--- src/rtl/adc_clk_pkg.sv ---
// Package: shared types for the ADC clock controller.
// Assumes nothing beyond standard SystemVerilog.
package adc_clk_pkg;

    // Conversion tracking states.
    typedef enum logic [1:0] {
        CONV_IDLE = 2'd0,
        CONV_PEND = 2'd1,
        CONV_BUSY = 2'd2
    } conv_state_e;

endpackage

--- src/rtl/adc_clk_req_ctrl.sv ---
// Module: adc_clk_req_ctrl
// Tracks conversions (idle, pending on warmup, running) and drives the
// asynchronous clock request according to the mode and policy fields.
// Assumes all inputs are synchronous to clk.
module adc_clk_req_ctrl
    import adc_clk_pkg::*;
(
    input  logic clk,
    input  logic rst_n,
    input  logic async_mode,
    input  logic req_on_demand,
    input  logic keep_warm,
    input  logic trig,
    input  logic conv_done,
    input  logic warm_done,
    output logic clk_req,
    output logic conv_start
);

    conv_state_e state_q;
    conv_state_e state_d;
    logic        on_demand;

    // Per-conversion request policy applies only in this one combination.
    assign on_demand = async_mode & req_on_demand & ~keep_warm;

    // Next conversion state: accept a trigger only when idle, finish on done.
    always_comb begin
        state_d = state_q;
        case (state_q)
            CONV_IDLE: if (trig)      state_d = warm_done ? CONV_BUSY : CONV_PEND;
            CONV_PEND: if (warm_done) state_d = CONV_BUSY;
            CONV_BUSY: if (conv_done) state_d = CONV_IDLE;
            default:                  state_d = CONV_IDLE;
        endcase
    end

    // Register the state, the request and the start pulse.
    always_ff @(posedge clk) begin
        if (!rst_n) begin
            state_q    <= CONV_IDLE;
            clk_req    <= 1'b0;
            conv_start <= 1'b0;
        end else begin
            state_q    <= state_d;
            clk_req    <= async_mode & (~on_demand | (state_d != CONV_IDLE));
            conv_start <= (state_d == CONV_BUSY) && (state_q != CONV_BUSY);
        end
    end

endmodule

--- src/rtl/adc_clk_warmup.sv ---
// Module: adc_clk_warmup
// Counts undivided engine-clock cycles while the clock is live and flags
// warmup completion after WARM_CYCLES of them. Losing the clock restarts it.
// Assumes live is synchronous to clk.
module adc_clk_warmup #(
    parameter int WARM_CYCLES = 16
) (
    input  logic clk,
    input  logic rst_n,
    input  logic live,
    output logic warm_done
);

    generate
        if (WARM_CYCLES == 0) begin : g_nowarm
            logic live_q;

            // Without a warmup interval, report ready one edge after going live.
            always_ff @(posedge clk) begin
                if (!rst_n) live_q <= 1'b0;
                else        live_q <= live;
            end
            assign warm_done = live_q;
        end else begin : g_warm
            localparam int WARM_W = $clog2(WARM_CYCLES + 1);
            localparam logic [WARM_W-1:0] WARM_LIM = WARM_W'(WARM_CYCLES);
            logic [WARM_W-1:0] cnt_q;

            // Count up to the limit while live; clear when the clock goes away.
            always_ff @(posedge clk) begin
                if (!rst_n || !live) cnt_q <= '0;
                else if (cnt_q != WARM_LIM) cnt_q <= cnt_q + 1'b1;
            end
            assign warm_done = (cnt_q == WARM_LIM);
        end
    endgenerate

endmodule

--- src/rtl/adc_clk_presc.sv ---
// Module: adc_clk_presc
// Divides the engine clock by presc+1, producing a one-cycle enable pulse.
// Assumes presc may change at any time; an out-of-range count wraps at once.
module adc_clk_presc #(
    parameter int PRESC_W = 7
) (
    input  logic               clk,
    input  logic               rst_n,
    input  logic               live,
    input  logic [PRESC_W-1:0] presc,
    output logic               sar_en
);

    logic [PRESC_W-1:0] cnt_q;

    // Advance the divider while live and emit a pulse on wrap.
    always_ff @(posedge clk) begin
        if (!rst_n || !live) begin
            cnt_q  <= '0;
            sar_en <= 1'b0;
        end else if (cnt_q >= presc) begin
            cnt_q  <= '0;
            sar_en <= 1'b1;
        end else begin
            cnt_q  <= cnt_q + 1'b1;
            sar_en <= 1'b0;
        end
    end

endmodule

--- src/rtl/adc_clk_ctrl.sv ---
// Module: adc_clk_ctrl (top)
// Clock request, warmup and prescaler control for an ADC engine.
// Assumes clk is the already-selected engine clock and that clk_ack comes
// from the clock unit synchronised to clk.
module adc_clk_ctrl #(
    parameter int PRESC_W     = 7,
    parameter int WARM_CYCLES = 16
) (
    input  logic               clk,
    input  logic               rst_n,
    input  logic               async_mode,
    input  logic               req_on_demand,
    input  logic               keep_warm,
    input  logic [PRESC_W-1:0] presc,
    input  logic               trig,
    input  logic               conv_done,
    input  logic               clk_ack,
    output logic               clk_req,
    output logic               sar_en,
    output logic               warm_done,
    output logic               conv_start
);

    logic live;

    // The engine clock is usable in sync mode, or when requested and acknowledged.
    assign live = ~async_mode | (clk_req & clk_ack);

    adc_clk_req_ctrl u_req (
        .clk          (clk),
        .rst_n        (rst_n),
        .async_mode   (async_mode),
        .req_on_demand(req_on_demand),
        .keep_warm    (keep_warm),
        .trig         (trig),
        .conv_done    (conv_done),
        .warm_done    (warm_done),
        .clk_req      (clk_req),
        .conv_start   (conv_start)
    );

    adc_clk_warmup #(.WARM_CYCLES(WARM_CYCLES)) u_warm (
        .clk      (clk),
        .rst_n    (rst_n),
        .live     (live),
        .warm_done(warm_done)
    );

    adc_clk_presc #(.PRESC_W(PRESC_W)) u_presc (
        .clk   (clk),
        .rst_n (rst_n),
        .live  (live),
        .presc (presc),
        .sar_en(sar_en)
    );

endmodule

--- config.mk ---
export PLATFORM = sky130hd
export DESIGN_NAME = adc_clk_ctrl
export DESIGN_NICKNAME = d
export VERILOG_FILES = /design/src/rtl/adc_clk_pkg.sv /design/src/rtl/adc_clk_req_ctrl.sv /design/src/rtl/adc_clk_warmup.sv /design/src/rtl/adc_clk_presc.sv /design/src/rtl/adc_clk_ctrl.sv
export SDC_FILE = /design/constraint.sdc
export NUM_CORES = 1
export LEC_CHECK = 0
export ABC_AREA = 0
export BUFFER_PORTS_ARGS = -buffer_cell sky130_fd_sc_hd__buf_2
export CAP_MARGIN = 10
export CORE_MARGIN = 2
export CORE_UTILIZATION = 40
export CTS_CLUSTER_SIZE = 30
export DETAILED_ROUTE_END_ITERATION = 6
export MAX_ROUTING_LAYER = met4
export PLACE_DENSITY = 0.62
export SYNTH_ARGS = -nofsm -noshare
export SYNTH_HDL_FRONTEND = slang
export SYNTH_SLANG_ARGS = --single-unit
export TNS_END_PERCENT = 100
--- constraint.sdc ---
create_clock -name clk -period 1.9 [get_ports clk]
set_input_delay 0.19 -clock clk [delete_from_list [all_inputs] [get_ports clk]]
set_output_delay 0.19 -clock clk [all_outputs]
set_load 0.02 [all_outputs]
== Word-level counts from Yosys, hierarchy flattened ==
Index checks and enable logic that the tools add are counted.

* Logic and storage cells: 37
* Bits in writable memories: 0
* Bits in read-only memories: 0
* Latch bits: 0
* Register bits after elaboration: 17
* Bits of input ports: 15
* Memories: 0

* $mul: 0
* Bitwise gates (word level): 9
* Reduce and logical (&&, ||, !) cells: 7
* Divide/modulo/power cells: 0
* Shift-type cells: 0
* Equal/unequal tests: 6
* Order comparisons: 1
* Add/sub/neg operators: 2
* Multiplexer cells: 6

{| class="wikitable"
|+ Operators by type and width
! cell !! count
|-
| 2-bit two-way mux || 4
|-
| 7-bit by 1-bit adder with 7-bit output, second input constant || 1
|-
| 7-bit greater-or-equal comparator || 1
|-
| 2-bit case mux with 3 select lines || 1
|-
| 5-bit by 1-bit adder with 5-bit output, second input constant || 1
|-
| 5-bit == test, second input constant || 1
|-
| 5-bit != test, second input constant || 1
|-
| 1-bit AND || 4
|-
| 2-bit == test, second input constant || 2
|-
| 1-bit NOT || 3
|-
| 2-bit by 1-bit == test with 1-bit output, second input constant || 1
|-
| 1-bit logical NOT || 2
|-
| 2-bit logical NOT || 1
|-
| 2-bit != test, second input constant || 1
|-
| 1-bit bitwise OR || 2
|-
| 2-bit nonzero test || 1
|-
| 2-bit OR reduction || 1
|-
| 1-bit logical AND || 1
|-
| 1-bit logical OR || 1
|-
| 1-bit two-way mux || 1
|}

== Longest topological paths before layout ==
Gate-level depths: netlist of the first run.

* Depth after elaboration: 7
* Gate-level depth with buffers: 6
* Depth with buffers taken out: 6

== Cells and area by module ==
From an unflattened synthesis of the first run, not the netlist that was laid out.

* Cells, all modules: 89
* Area, all modules: 858.3 µm²

{| class="wikitable"
|+ Modules (own cells, without submodules)
! module !! instances !! area an instance (µm²) !! cells an instance !! sequential area each (µm²)
|-
| adc_clk_presc || 1 || 464.2 || 51 || 160.2
|-
| adc_clk_warmup || 1 || 236.5 || 24 || 100.1
|-
| adc_clk_req_ctrl || 1 || 147.6 || 13 || 80.1
|-
| adc_clk_ctrl || 1 || 10.0 || 1 || 0.0
|}

== Worst setup path after synthesis of the first run ==
OpenSTA, ideal clock, no wires.

* Path kind: reg-to-reg
* Start point: reg u_presc.cnt_q[0]
* End point: reg u_presc.sar_en
* Path buffers: 0
* Arrival time: 1320 ps
* Stages on the path, launching flop included: 7
* Path slack: 464 ps
* Setup time: 116 ps
* Cells stage by stage: dfxtp_1 inv_1 ha_1 nand2b_1 a211oi_2 o31ai_4 nor2b_1

* Longest elaborated chain between the ends: 2

{| class="wikitable"
|+ RTL lines
! item !! line !! RTL
|-
| start: declaration || adc_clk_presc.sv:14 || <nowiki>logic [PRESC_W-1:0] cnt_q;</nowiki>
|-
| start signal: assignment || adc_clk_presc.sv:25 || <nowiki>cnt_q <= cnt_q + 1'b1;</nowiki>
|-
| 7-bit greater-or-equal comparator || adc_clk_presc.sv:21 || <nowiki>end else if (cnt_q >= presc) begin</nowiki>
|-
| 1-bit two-way mux || adc_clk_presc.sv:21 ||
|-
| end signal: assignment || adc_clk_presc.sv:20 || <nowiki>sar_en <= 1'b0;</nowiki>
|-
| end signal: assignment || adc_clk_presc.sv:23 || <nowiki>sar_en <= 1'b1;</nowiki>
|-
| end signal: assignment || adc_clk_presc.sv:26 || <nowiki>sar_en <= 1'b0;</nowiki>
|-
| end: declaration || adc_clk_presc.sv:11 || <nowiki>output logic sar_en</nowiki>
|}

No other way between the ends.
A chain may end at the register's enable or synchronous reset.

== Worst setup path after layout of the first run ==
* Start point: reg u_warm.g_warm.cnt_q[0]
* End point: out warm_done

* Longest elaborated chain between the ends: 1

{| class="wikitable"
|+ RTL lines
! item !! line !! RTL
|-
| start: declaration || adc_clk_warmup.sv:27 || <nowiki>logic [WARM_W-1:0] cnt_q;</nowiki>
|-
| start signal: assignment || adc_clk_warmup.sv:32 || <nowiki>else if (cnt_q != WARM_LIM) cnt_q <= cnt_q + 1'b1;</nowiki>
|-
| 5-bit == test || adc_clk_warmup.sv:34 || <nowiki>assign warm_done = (cnt_q == WARM_LIM);</nowiki>
|-
| end: declaration || adc_clk_ctrl.sv:20 || <nowiki>output logic warm_done,</nowiki>
|}

No other way between the ends.

==> results of run 1 <==
==> cell usage in the layout, fill, tap and decap left out <==
cell                       instances
sky130_fd_sc_hd__a211o_1           1
sky130_fd_sc_hd__a211oi_2          1
sky130_fd_sc_hd__a21oi_4           1
sky130_fd_sc_hd__a22oi_1           1
sky130_fd_sc_hd__a31oi_1           1
sky130_fd_sc_hd__and3_1            2
sky130_fd_sc_hd__buf_2            18
sky130_fd_sc_hd__buf_4             1
sky130_fd_sc_hd__clkbuf_4          3
sky130_fd_sc_hd__clkinv_2          1
sky130_fd_sc_hd__dfxtp_1          17
sky130_fd_sc_hd__ha_1             10
sky130_fd_sc_hd__inv_1            11
sky130_fd_sc_hd__mux2i_1           1
sky130_fd_sc_hd__nand2_1           5
sky130_fd_sc_hd__nand2b_1          1
sky130_fd_sc_hd__nand3_1           6
sky130_fd_sc_hd__nand4_1           1
sky130_fd_sc_hd__nor2_1            8
sky130_fd_sc_hd__nor2b_1           2
sky130_fd_sc_hd__nor3_1            9
sky130_fd_sc_hd__nor4bb_4          1
sky130_fd_sc_hd__o21a_1            1
sky130_fd_sc_hd__o21ai_0           1
sky130_fd_sc_hd__o31ai_1           1
sky130_fd_sc_hd__o31ai_4           1
sky130_fd_sc_hd__xnor2_1           3
sky130_fd_sc_hd__xor2_1            6
==> timing repair <==
item | 4_1_cts | 5_1_grt
resized for setup | 1 | 1
setup buffers | 0 | 0
endpoints found under the setup margin | 1 | 1
hold endpoints to repair | 0 | 0
==> power by group through the flow <==
| stage | Sequential (uW) | Combinational [uW] | Clock [uW] |
|---|---|---|---|
| 2_1_floorplan | 381 | 43.2 | 0 |
| 3_3_place_gp | 380 | 65.7 | 0 |
| 3_5_place_dp | 380 | 69.1 | 0 |
| 4_1_cts | 372 | 70.3 | 199 |
| 5_1_grt | 374 | 81.1 | 218 |
| 6_report | 372 | 69.9 | 191 |
==> per-layer routing <==
metal  track usage (%)  vias to the layer above
met3              1.79                        5
met4              6.76                        0
met2              25.0                       14
met5                 -                        -
met1              15.8                      302
li1                  -                      358
==> final timing paths <==
check,start,slack (ns),cells after the start,to
max,u_warm.g_warm.cnt_q[0],0.15,5,warm_done
min,req_on_demand,0.07,2,u_req.clk_req
max reg2reg,u_presc.cnt_q[0],0.34,6,u_presc.sar_en
min reg2reg,u_presc.cnt_q[0],0.51,1,u_presc.cnt_q[0]
==> per-stage QoR <==
stage,cells,power (uW),setup slack [ns],area [um^2]
2_1_floorplan,94,424,0.464,871
3_3_place_gp,138,446,0.356,991
3_5_place_dp,138,449,0.333,991
4_1_cts,142,642,0.0812,1020
5_1_grt,142,672,0.0469,1030
6_report,142,633,0.155,1030
==> state kept, by name, summed over array words and instances (netlist names) <==
register / count
u_warm.g_warm.cnt_q: 5
u_req.clk_req: 1
u_presc.sar_en: 1
u_req.state_q: 2
u_presc.cnt_q: 7
u_req.conv_start: 1
==> worst max-delay path, delay by kind of cell (launching register included) <==
| kind | cells | cell delay (ns) |
|---|---|---|
| adder cells (fa/ha/maj) | 1 | 0.14 |
| flip-flops | 1 | 0.34 |
| buffers and inverters | 3 | 0.46 |
| AND/OR/NAND/NOR | 1 | 0.32 |
==> cells by family after synthesis <==
family                   synth area share, %
AND/OR/NAND/NOR                         19.7
buffers and inverters                   6.03
flip-flops                              39.1
AO/OA/AOI/OAI                           10.6
XOR/XNOR                                9.05
multiplexers                            1.15
adder cells (fa/ha/maj)                 14.4
==> final cells by class <==
cell class	count	area (um^2)	area share, %
well taps	27	33.8	3.27
flip-flops and latches	17	340	32.9
inverters	11	41.3	4.00
clock buffers	3	22.5	2.18
multi-input cells	64	493	47.7
repair buffers	19	97.6	9.44
clock inverters	1	5.00	0.484
==> results by stage, run 1 <==
Run status:
- The run finished with clean final reports.

Timing:
- The total negative setup slack is 0 ns.
- Setup violations remaining at the end of the flow were counted as 0.
- The final period utilization is 91.9%.
- The tightest hold path in the finished design has a slack of 0.0720 ns.
- The highest attainable clock frequency is 573 MHz.
- The number of max-slew violations in the final report is 0.
- Clock skew on the completed layout was measured at 0.00882 ns.
- Setup repair after global routing left no endpoint under its margin.
- The actual transition at the worst max-transition pin is 0.431 ns.
- Measured against its own limit, the worst slew margin works out to 71.2%.
- The number of hold violations in the final report is 0.
- The worst path in the final design needs a cycle of 1.75 ns, including I/O delays and setup.

Global route:
- The wire length of the first global-routing pass is 2.73 mm.
- The pin count of the biggest net entering global routing is 14.
- The combined global-route utilization of all metal layers is 14.2%.
- The number of antenna violations at the first check in global routing came to 0.
- After global routing the overflow that remains totals 0.
- The via count of the first global-routing pass is 678.

Drt:
- The average wire length per cell after detail routing is 10.8 um.
- The detailed-routed wire length on met2 is 753 um.
- For this block, wires on met1 add up to 690 um.
- The number of vias in the routed layout is 679.
- After the first detailed-routing iteration, the DRC count stood at 4.
- In the detailed route, the total length drawn on met3 is 46 um.
- The remaining antenna violation count is 0.
- The highest metal layer with signal wires is met4.
- In the routed design, unresolved DRC markers number 0.
- The first-pass iteration count of the detailed router is 4.
- The routed design has 1.54 mm of wire.
- After detailed routing, the number of vias per cell comes to 4.78.

CTS:
- The total clock sinks is 17.
- The TritonCTS buffer count is 3.
- In this run the clock root is driven by a sky130_fd_sc_hd__clkbuf_4.
- In this run the number of H-tree levels came out at 1.
- The CTS tree is built.
- Clock latency on the worst-skew pair, taken at its later pin, is 0.29 ns.
- The maximum buffer depth of the clock tree is 2.
- The cts-stage hold buffer count is 0.
- The clock input transition at the sequential cells of the worst setup and hold paths is 0.10 ns.

Final layout:
- The post-synthesis to final-layout area growth is 18.7%.
- Cells with a size suffix above 1 make up 23.5% of the layout.
- The number of fill cells is 201.
- The core occupancy in the finished layout is 51.6%.
- The final antenna diode count is 0.
- At the end of the flow, the number of nets in the layout was 141.

Floorplan:
- The number of core rows is 16.
- For this configuration, the core starts out at a cell density of 43.5%.
- 19 I/O pins were placed.
- The total area inside the core boundary comes to 0.00200 mm^2.
- From bottom edge to top edge, the die measures 50.7 um.
- The floorplan step defined a die boundary enclosing 0.00257 mm^2.
- The width of the die is 50.7 um.

Logic synthesis:
- By count the netlist is led by 17 x sky130_fd_sc_hd__dfxtp_1, 11 x sky130_fd_sc_hd__inv_1, 10 x sky130_fd_sc_hd__ha_1.
- In the synthesized netlist the async set-or-reset flop fraction comes to 0%.
- The number of library cell types mapped by synthesis is 26.
- The synthesized netlist occupies a cell area of 871 um^2.
- Synthesis produced 94 cells.
- Of the post-synthesis cell area, the dominant cell type holds 39.1%.
- The library cell with the highest instance count after synthesis is sky130_fd_sc_hd__dfxtp_1.
- By area the synthesized netlist is led by sky130_fd_sc_hd__dfxtp_1 39%, sky130_fd_sc_hd__ha_1 14%, sky130_fd_sc_hd__xor2_1 6.0%.
- The primary flip-flop cell chosen by synthesis mapping is sky130_fd_sc_hd__dfxtp_1.
- The synthesized area per cell is 9.26 um^2.
- The count of flip-flops with a built-in enable after synthesis is 0.
- The largest area contributor in the netlist is sky130_fd_sc_hd__dfxtp_1.
- For this run, the number of Yosys warnings is 0.
- Counting flops and latches in the post-synthesis netlist gives 17.
- The sequential share of the synthesized area is 39.1%.
- Synthesis produced a netlist with a net count of 119.

Power:
- Combinational cells account for 11.0% of the total power.
- IR analysis of the VDD net gives a maximum drop of 488 uV.
- The clock network power share is 30.2%.
- Sequential cells account for 58.7% of the total power.
- For this design the static power due to leakage is 0.000486 uW.
- Internal power comes to 477 uW.
- The switching share of total power is 24.7%.
- Power spread over the standard cell area amounts to 613 mW/mm^2.
- The net switching power of the design is 157 uW.

Setup path:
- The largest stage delay on the critical path is 0.34 ns.
- The sort of element at the end of the critical path is an output pin.
- The worst path arrival time is 1.56 ns.
- The slowest stage of the critical path is the sky130_fd_sc_hd__dfxtp_1 cell.
- Data on the critical path is required at its endpoint by 1.71 ns.
- Walking the worst path, the cells encountered are inv_1, ha_1, nor4bb_4, buf_4, buf_2.
- The type of the worst setup path is reg2out.
- The critical path launch point type is a register.
- Of all nets on the critical path, the largest fanout is 6.

Worst hold path:
- The worst min-delay path category is in2reg.

Placement:
- During placement, the flow inserted port buffers numbering 18.
- The routability congestion estimate is 0.750.
- Detailed placement finished with a half-perimeter wire length of 1.15 mm.

Flow run:
- The number of violations of the max-capacitance limit is 0.
Power figures use the tool's default switching activity.
==> run 2: changes to the inputs <==
CORE_MARGIN = 3   (was 2)
GPL_TIMING_DRIVEN = 0   (was unset)
MAX_ROUTING_LAYER = unset   (was met4)
==> run 2 against run 1 <==
Flip-flop and latch count unchanged. Global-route usage shrank 1.3 points. Combinational power decreased by 1%. Routed wire length down 0.91%. Largest power group unchanged. Worst hold slack improved by 0.0037 ns.
==> results by stage, run 2 (same netlist as run 1, synthesis figures left out) <==
CTS:
- The maximum buffer depth of the clock tree came to 2 (unchanged).
- The tree is rooted in a sky130_fd_sc_hd__clkbuf_4.
- The total clock sinks is 17 (unchanged).
- The clock input transition at the sequential cells of the worst setup and hold paths is 0.10 ns (about the same).
- TritonCTS built the clock tree.
- The clock latency on the worst-skew pair is 0.28 ns (about the same).
- The TritonCTS buffer count is 3 (unchanged).
- The cts-stage hold buffer count is 0 (unchanged).
- The number of cells upsized or downsized after cts is 0 (-1).
- The number of post-CTS setup repair buffers is 0 (unchanged).
- The number of levels in the clock H-tree is 1 (unchanged).

Final layout:
- The final antenna diode count is 0 (unchanged).
- The most common cell after layout, fill and taps aside is sky130_fd_sc_hd__buf_2.
- The area growth from synthesis to layout is 17.2%.
- The core occupancy in the finished layout is 51.0% (-0.62 points).
- The final layout net count is 142 (+0.71%).
- The flip-flop count of the largest register, all copies and words added is 7 (unchanged).
- The largest registers in the layout are u_presc.cnt_q x7, u_warm.g_warm.cnt_q x5, u_req.state_q x2.
- The share of layout cells above drive strength 1 is 21.6% (-1.9 points).
- The number of standard cells in the layout, taps in and fillers out is 143 (+0.70%).
- The top register by number of flip-flops is u_presc.cnt_q.
- Leaving out fill and tap cells, the most frequent cells in the layout are 18 x sky130_fd_sc_hd__buf_2, 17 x sky130_fd_sc_hd__dfxtp_1, 11 x sky130_fd_sc_hd__inv_1.

Timing:
- The number of setup violations in the final report is 0 (unchanged).
- The worst clock skew was 0.00913 ns (+0.000316 ns).
- The actual transition at the worst max-transition pin is 0.443 ns (+0.0119 ns).
- The final period utilization is 89.7% (-2.1 points).
- The minimum hold slack is 0.0757 ns (+0.00368 ns).
- The normalized max-slew margin is 70.5% (-0.72 points).
- The number of hold violations in the final report was 0 (unchanged).
- The final critical path time including I/O delays and setup was 1.70 ns (-0.0406 ns).
- The slack of the critical path is 0.195 ns (+0.0406 ns).
- The number of max-slew violations in the final report came to 0 (unchanged).
- The highest attainable clock frequency is 587 MHz (+2.4%).
- Setup repair after global routing left no endpoint under its margin.
- The total negative setup slack is 0 ns (unchanged).

Power:
- The leakage power summed over all cells is 0.000482 uW (-0.72%).
- The clock network power share is 29.5% (-0.7 points).
- The net switching power of the design was 147 uW (-6.1%).
- The share of total power in combinational logic is 11.0% (about the same).
- The internal power was 479 uW (+0.46%).
- The switching share of total power came to 23.5% (-1.2 points).
- The peak supply drop is 447 uV (-8.5%).
- The power per cell area was 613 mW/mm^2 (about the same).
- The sequential power share is 59.4% (+0.7 points).

Global route:
- The met2 demand-to-capacity share in global routing came to 23.3% (-1.7 points).
- The pin count of the biggest net entering global routing is 11 (-3).
- The via count of the first global-routing pass came to 697 (+2.8%).
- The global-route congestion overflow total came to 0 (unchanged).
- The wire length of the first global-routing pass is 2.70 mm (-1.0%).
- The highest-utilization routing layer at the global route stage is met2.
- The number of antenna violations at the first check in global routing is 0 (unchanged).
- The met1 layer usage reported by global route is 14.5% (-1.3 points).
- The fraction of met3 tracks used by global routing came to 1.71% (-0.076 points).
- The combined global-route utilization of all metal layers is 12.9% (-1.3 points).

Drt:
- The total wirelength of the detailed-routed design came to 1.52 mm (-0.91%).
- The first-pass iteration count of the detailed router was 2 (-2).
- The remaining antenna violation count is 0 (unchanged).
- The number of vias in the routed layout is 696 (+2.5%).
- The number of DRC violations after detailed-routing iteration 0 came to 3 (-1).
- The average wire length per cell after detail routing is 10.6 um (-1.6%).
- The detailed-route DRC error count is 0 (unchanged).
- The ratio of routed vias to standard cells is 4.87 (+1.8%).

Setup path:
- The slowest stage of the critical path belongs to the cell sky130_fd_sc_hd__dfxtp_1.
- The type of the worst setup path is reg2out.
- The maximum fanout count along the critical path was 8 (+2).
- The worst setup path is launched from a register.
- The endpoint required time on the critical path is 1.71 ns (about the same).
- The critical path starts at u_warm.g_warm.cnt_q[0].
- The worst-case reg-to-reg path depth came to 6 (unchanged).
- The worst path arrival time was 1.51 ns (-0.05 ns).
- The launching point of the worst reg2reg path is u_presc.cnt_q[0].
- The largest stage delay on the critical path is 0.34 ns (about the same).
- The sort of element at the end of the critical path is an output pin.
- The critical path goes through inv_1, ha_1, nor4bb_1, buf_4, buf_2.
- The setup slack on the worst flop-to-flop path was 0.35 ns (about the same).
- The endpoint of the lowest-slack register-to-register path is u_presc.cnt_q[5].

Floorplan:
- The width of the die is 52.7 um (+3.9%).
- The number of top-level pins is 19 (unchanged).
- The placeable core region is 0.00200 mm^2 (unchanged).
- The initial cell density of the core came to 43.5% (unchanged).
- The number of core rows is 16 (unchanged).
- The chip height is 52.7 um (+3.9%).
- The area of the die is 0.00277 mm^2 (+8.1%).

Worst hold path:
- The cell depth of the worst hold path was 2 (unchanged).
- The launch instance of the worst min-delay path is req_on_demand.
- The path with the worst hold slack has its endpoint at u_req.clk_req.
- The worst min-delay path category is in2reg.

Placement:
- The quantity of I/O buffers inserted on ports is 18 (unchanged).
- The routability congestion estimate is 0.707 (-5.7%).
- The worst setup timing slack at the placement stage was 0.340 ns (+0.00705 ns).
- The estimated wirelength of the detail-placed design came to 1.22 mm (+6.1%).
- The number of instances in the placed design is 139 (+0.72%).

Run status:
- The flow ran to the end, and the final reports show no timing, DRC or antenna violations.

Flow run:
- The number of violations of the max-capacitance limit was 0 (unchanged).
## run 2: layout make-up
type                       count  area (um^2)
fill                         209          981
multi-input combinational     64          478
sequential                    17          340
tap                           27         33.8
clock buffer                   4         26.3
timing repair buffer          18         90.1
buffer                         2         11.3
inverter                      11         41.3
## run 2: metal layers
layer	vias to the layer above	part of all wire (%)
met5	-	0
met4	0	0.92
met3	2	3.7
met2	12	50
met1	319	45
li1	363	-
## run 2: critical path, delay by kind of cell (launching register included)
family / cells / cell delay [ns]
flip-flops: 1 / 0.34
AND/OR/NAND/NOR: 1 / 0.27
adder cells (fa/ha/maj): 1 / 0.15
buffers and inverters: 3 / 0.47
## run 2: worst max path at each step
| stage | slack [ns] | end |
|---|---|---|
| floorplan | 0.46 | u_presc.sar_en |
| global placement | 0.35 | u_presc.sar_en |
| detailed placement | 0.34 | u_presc.cnt_q[5] |
| CTS | 0.19 | warm_done |
| global route | 0.11 | warm_done |
| finish | 0.20 | warm_done |
## run 2: power by group through the flow
stage,Clock (uW),Sequential (uW),Combinational (uW)
finish,185,372,69.0
global route,210,374,82.0
CTS,187,372,70.8
detailed placement,0,380,70.2
global placement,0,381,66.4
floorplan,0,381,43.2
## run 2: stage by stage
stage	instance area, um^2	power (uW)
after floorplan	871	424
after global placement	995	447
after detailed placement	995	451
after CTS	1020	630
after global routing	1020	666
final	1020	626
==> run 3: changes to the inputs <==
RECOVER_POWER = 100   (was unset)
TNS_END_PERCENT = 5   (was 100)
==> run 3 against run 2 <==
Sequential share of layout area is 0.58 points higher. Largest power group unchanged. Critical path depth stayed put. Combinational power is 6.4% lower. Final area is 1.7% lower. Final cell count stayed put. Total power is 0.66% lower. Worst hold slack hardly changed. Clock skew hardly changed. Setup slack worse by 0.00076 ns. Global-route usage stayed put. Register-to-register slack worse by 0.08 ns.
==> results by stage, run 3 (same netlist as run 1, synthesis figures left out) <==
Drt:
- The number of vias in the routed layout is 697 (+0.14%).
- The number of DRC violations after detailed-routing iteration 0 came to 3 (unchanged).
- The detailed-route DRC error count is 0 (unchanged).
- The remaining antenna violation count is 0 (unchanged).
- The ratio of routed vias to standard cells came to 4.87 (+0.14%).
- The average wire length per cell after detail routing is 10.6 um (unchanged).
- The total wirelength of the detailed-routed design is 1.52 mm (unchanged).
- The first-pass iteration count of the detailed router is 2 (unchanged).

CTS:
- The total clock sinks is 17 (unchanged).
- The TritonCTS buffer count is 3 (unchanged).
- The maximum buffer depth of the clock tree is 2 (unchanged).
- The clock tree root buffer cell is sky130_fd_sc_hd__clkbuf_4.
- The clock latency on the worst-skew pair is 0.28 ns (about the same).
- The number of cells upsized or downsized after cts is 0 (unchanged).
- The clock input transition at the sequential cells of the worst setup and hold paths came to 0.10 ns (about the same).
- The number of levels in the clock H-tree is 1 (unchanged).
- The cts-stage hold buffer count is 0 (unchanged).
- The CTS tree is built.
- The number of post-CTS setup repair buffers is 0 (unchanged).

Floorplan:
- The placeable core region is 0.00200 mm^2 (unchanged).
- The number of top-level pins is 19 (unchanged).
- The number of core rows was 16 (unchanged).
- The chip height is 52.7 um (unchanged).
- The width of the die is 52.7 um (unchanged).
- The initial cell density of the core was 43.5% (unchanged).
- The area of the die is 0.00277 mm^2 (unchanged).

Final layout:
- The number of fill cells is 212 (+1.4%).
- The flip-flop count of the largest register, all copies and words added is 7 (unchanged).
- The sequential standard cell area is 340 um^2 (unchanged).
- The share of layout cells above drive strength 1 is 18.1% (-3.4 points).
- The post-route cell area is 0.00100 mm^2 (-1.7%).
- The area used by multi-input combinational logic is 464 um^2 (-2.9%).
- Leaving out fill and tap cells, the most frequent cells in the layout are 17 x sky130_fd_sc_hd__dfxtp_1, 15 x sky130_fd_sc_hd__buf_2, 11 x sky130_fd_sc_hd__inv_1.
- The most common cell after layout, fill and taps aside is sky130_fd_sc_hd__dfxtp_1.
- The post-synthesis to final-layout area growth is 15.2%.
- The final antenna diode count is 0 (unchanged).
- u_presc.cnt_q holds more flip-flops than any other register.
- The largest registers in the layout are u_presc.cnt_q x7, u_warm.g_warm.cnt_q x5, u_req.state_q x2.
- The final layout net count is 142 (unchanged).

Timing:
- The minimum hold slack is 0.0752 ns (-0.000439 ns).
- The final critical path time including I/O delays and setup is 1.71 ns (+0.000760 ns).
- The slack of the critical path came to 0.195 ns (-0.000760 ns).
- Setup repair after global routing left no endpoint under its margin.
- The final period utilization came to 89.8% (about the same).
- The actual transition at the worst max-transition pin is 0.568 ns (+0.126 ns).
- The number of setup violations in the final report is 0 (unchanged).
- The normalized max-slew margin is 61.9% (-8.6 points).
- The highest attainable clock frequency is 586 MHz (about the same).
- The worst clock skew was 0.00956 ns (+0.000431 ns).
- The total negative setup slack is 0 ns (unchanged).
- The number of hold violations in the final report was 0 (unchanged).
- The number of max-slew violations in the final report is 0 (unchanged).

Setup path:
- The largest stage delay on the critical path is 0.34 ns (about the same).
- The critical path launch point type is a register.
- The endpoint required time on the critical path is 1.71 ns (about the same).
- The depth of the critical timing path with buffers and inverters included is 5 (unchanged).
- The library cell contributing the largest single delay on the critical path is sky130_fd_sc_hd__dfxtp_1.
- The type of the worst setup path is reg2out.
- The worst path arrival time is 1.52 ns (about the same).
- The sort of element at the end of the critical path is an output pin.
- The critical path goes through inv_1, ha_1, nor4bb_1, buf_4, buf_2.
- The worst-case reg-to-reg path depth is 6 (unchanged).
- The worst path buffer plus inverter count is 3 (unchanged).
- The dominant delay contributor by cell family on the critical path is buffers and inverters.
- The maximum fanout count along the critical path came to 8 (unchanged).

Placement:
- The estimated wirelength of the detail-placed design is 1.22 mm (unchanged).
- The area after detailed placement is 995 um^2 (unchanged).
- The quantity of I/O buffers inserted on ports is 18 (unchanged).
- The routability congestion estimate is 0.707 (unchanged).
- The worst setup timing slack at the placement stage is 0.340 ns (unchanged).

Global route:
- The number of antenna violations at the first check in global routing is 0 (unchanged).
- The combined global-route utilization of all metal layers came to 12.9% (unchanged).
- The via count of the first global-routing pass is 697 (unchanged).
- The global-route congestion overflow total is 0 (unchanged).
- The pin count of the biggest net entering global routing is 11 (unchanged).
- The wire length of the first global-routing pass came to 2.70 mm (unchanged).

Run status:
- The flow ran to the end, and the final reports show no timing, DRC or antenna violations.

Worst hold path:
- The worst min-delay path category is in2reg.
- The cell depth of the worst hold path is 2 (unchanged).

Flow run:
- The number of violations of the max-capacitance limit came to 0 (unchanged).

Power:
- The power per cell area was 620 mW/mm^2 (+1.1%).
- The peak supply drop is 444 uV (-0.57%).
- The post-route total power was 622 uW (-0.66%).
- The leakage power summed over all cells is 0.000467 uW (-3.1%).
## run 3: cell count changes in the layout (fill, tap and decap cells not counted)
| cell | change |
|---|---|
| sky130_fd_sc_hd__clkbuf_1 | +3 |
| sky130_fd_sc_hd__a211oi_1 | +1 |
| sky130_fd_sc_hd__a211oi_2 | -1 |
| sky130_fd_sc_hd__buf_2 | -3 |
| sky130_fd_sc_hd__o31ai_2 | +1 |
| sky130_fd_sc_hd__o31ai_4 | -1 |
## run 3: final timing paths
path	endpoint	slack, ns	start
max	warm_done	0.19	u_warm.g_warm.cnt_q[0]
min reg2reg	u_warm.g_warm.cnt_q[4]	0.51	u_warm.g_warm.cnt_q[4]
min	u_req.clk_req	0.08	req_on_demand
max reg2reg	u_presc.sar_en	0.27	u_presc.cnt_q[0]
## run 3: per-layer routing
metal  share of wire, %  vias up  global-route usage [%]
li1                   -      363                       -
met1                 45      320                    14.5
met2                 50       12                    23.3
met3                3.7        2                    1.71
met4               0.92        0                    6.38
met5                  0        -                       0
## run 3: stage by stage
stage / instances / util (%)
2_1_floorplan: 94 / -
3_3_place_gp: 139 / 49.7
3_5_place_dp: 139 / 49.7
4_1_cts: 143 / 51.0
5_1_grt: 143 / 50.1
6_report: 143 / 50.1
## run 3: where the power goes
group          switching (uW)  internal [uW]
logic                    33.7           30.9
registers                7.55            365
clock network             104           81.3
total                     145            477
## run 3: layout make-up
cell class              count  share of cell area [%]
clock buffers               4                    2.62
inverters                  11                    4.11
repair buffers             18                    8.60
flip-flops and latches     17                    33.9
well taps                  27                    3.37
multi-input cells          64                    46.3
plain buffers               2                    1.12
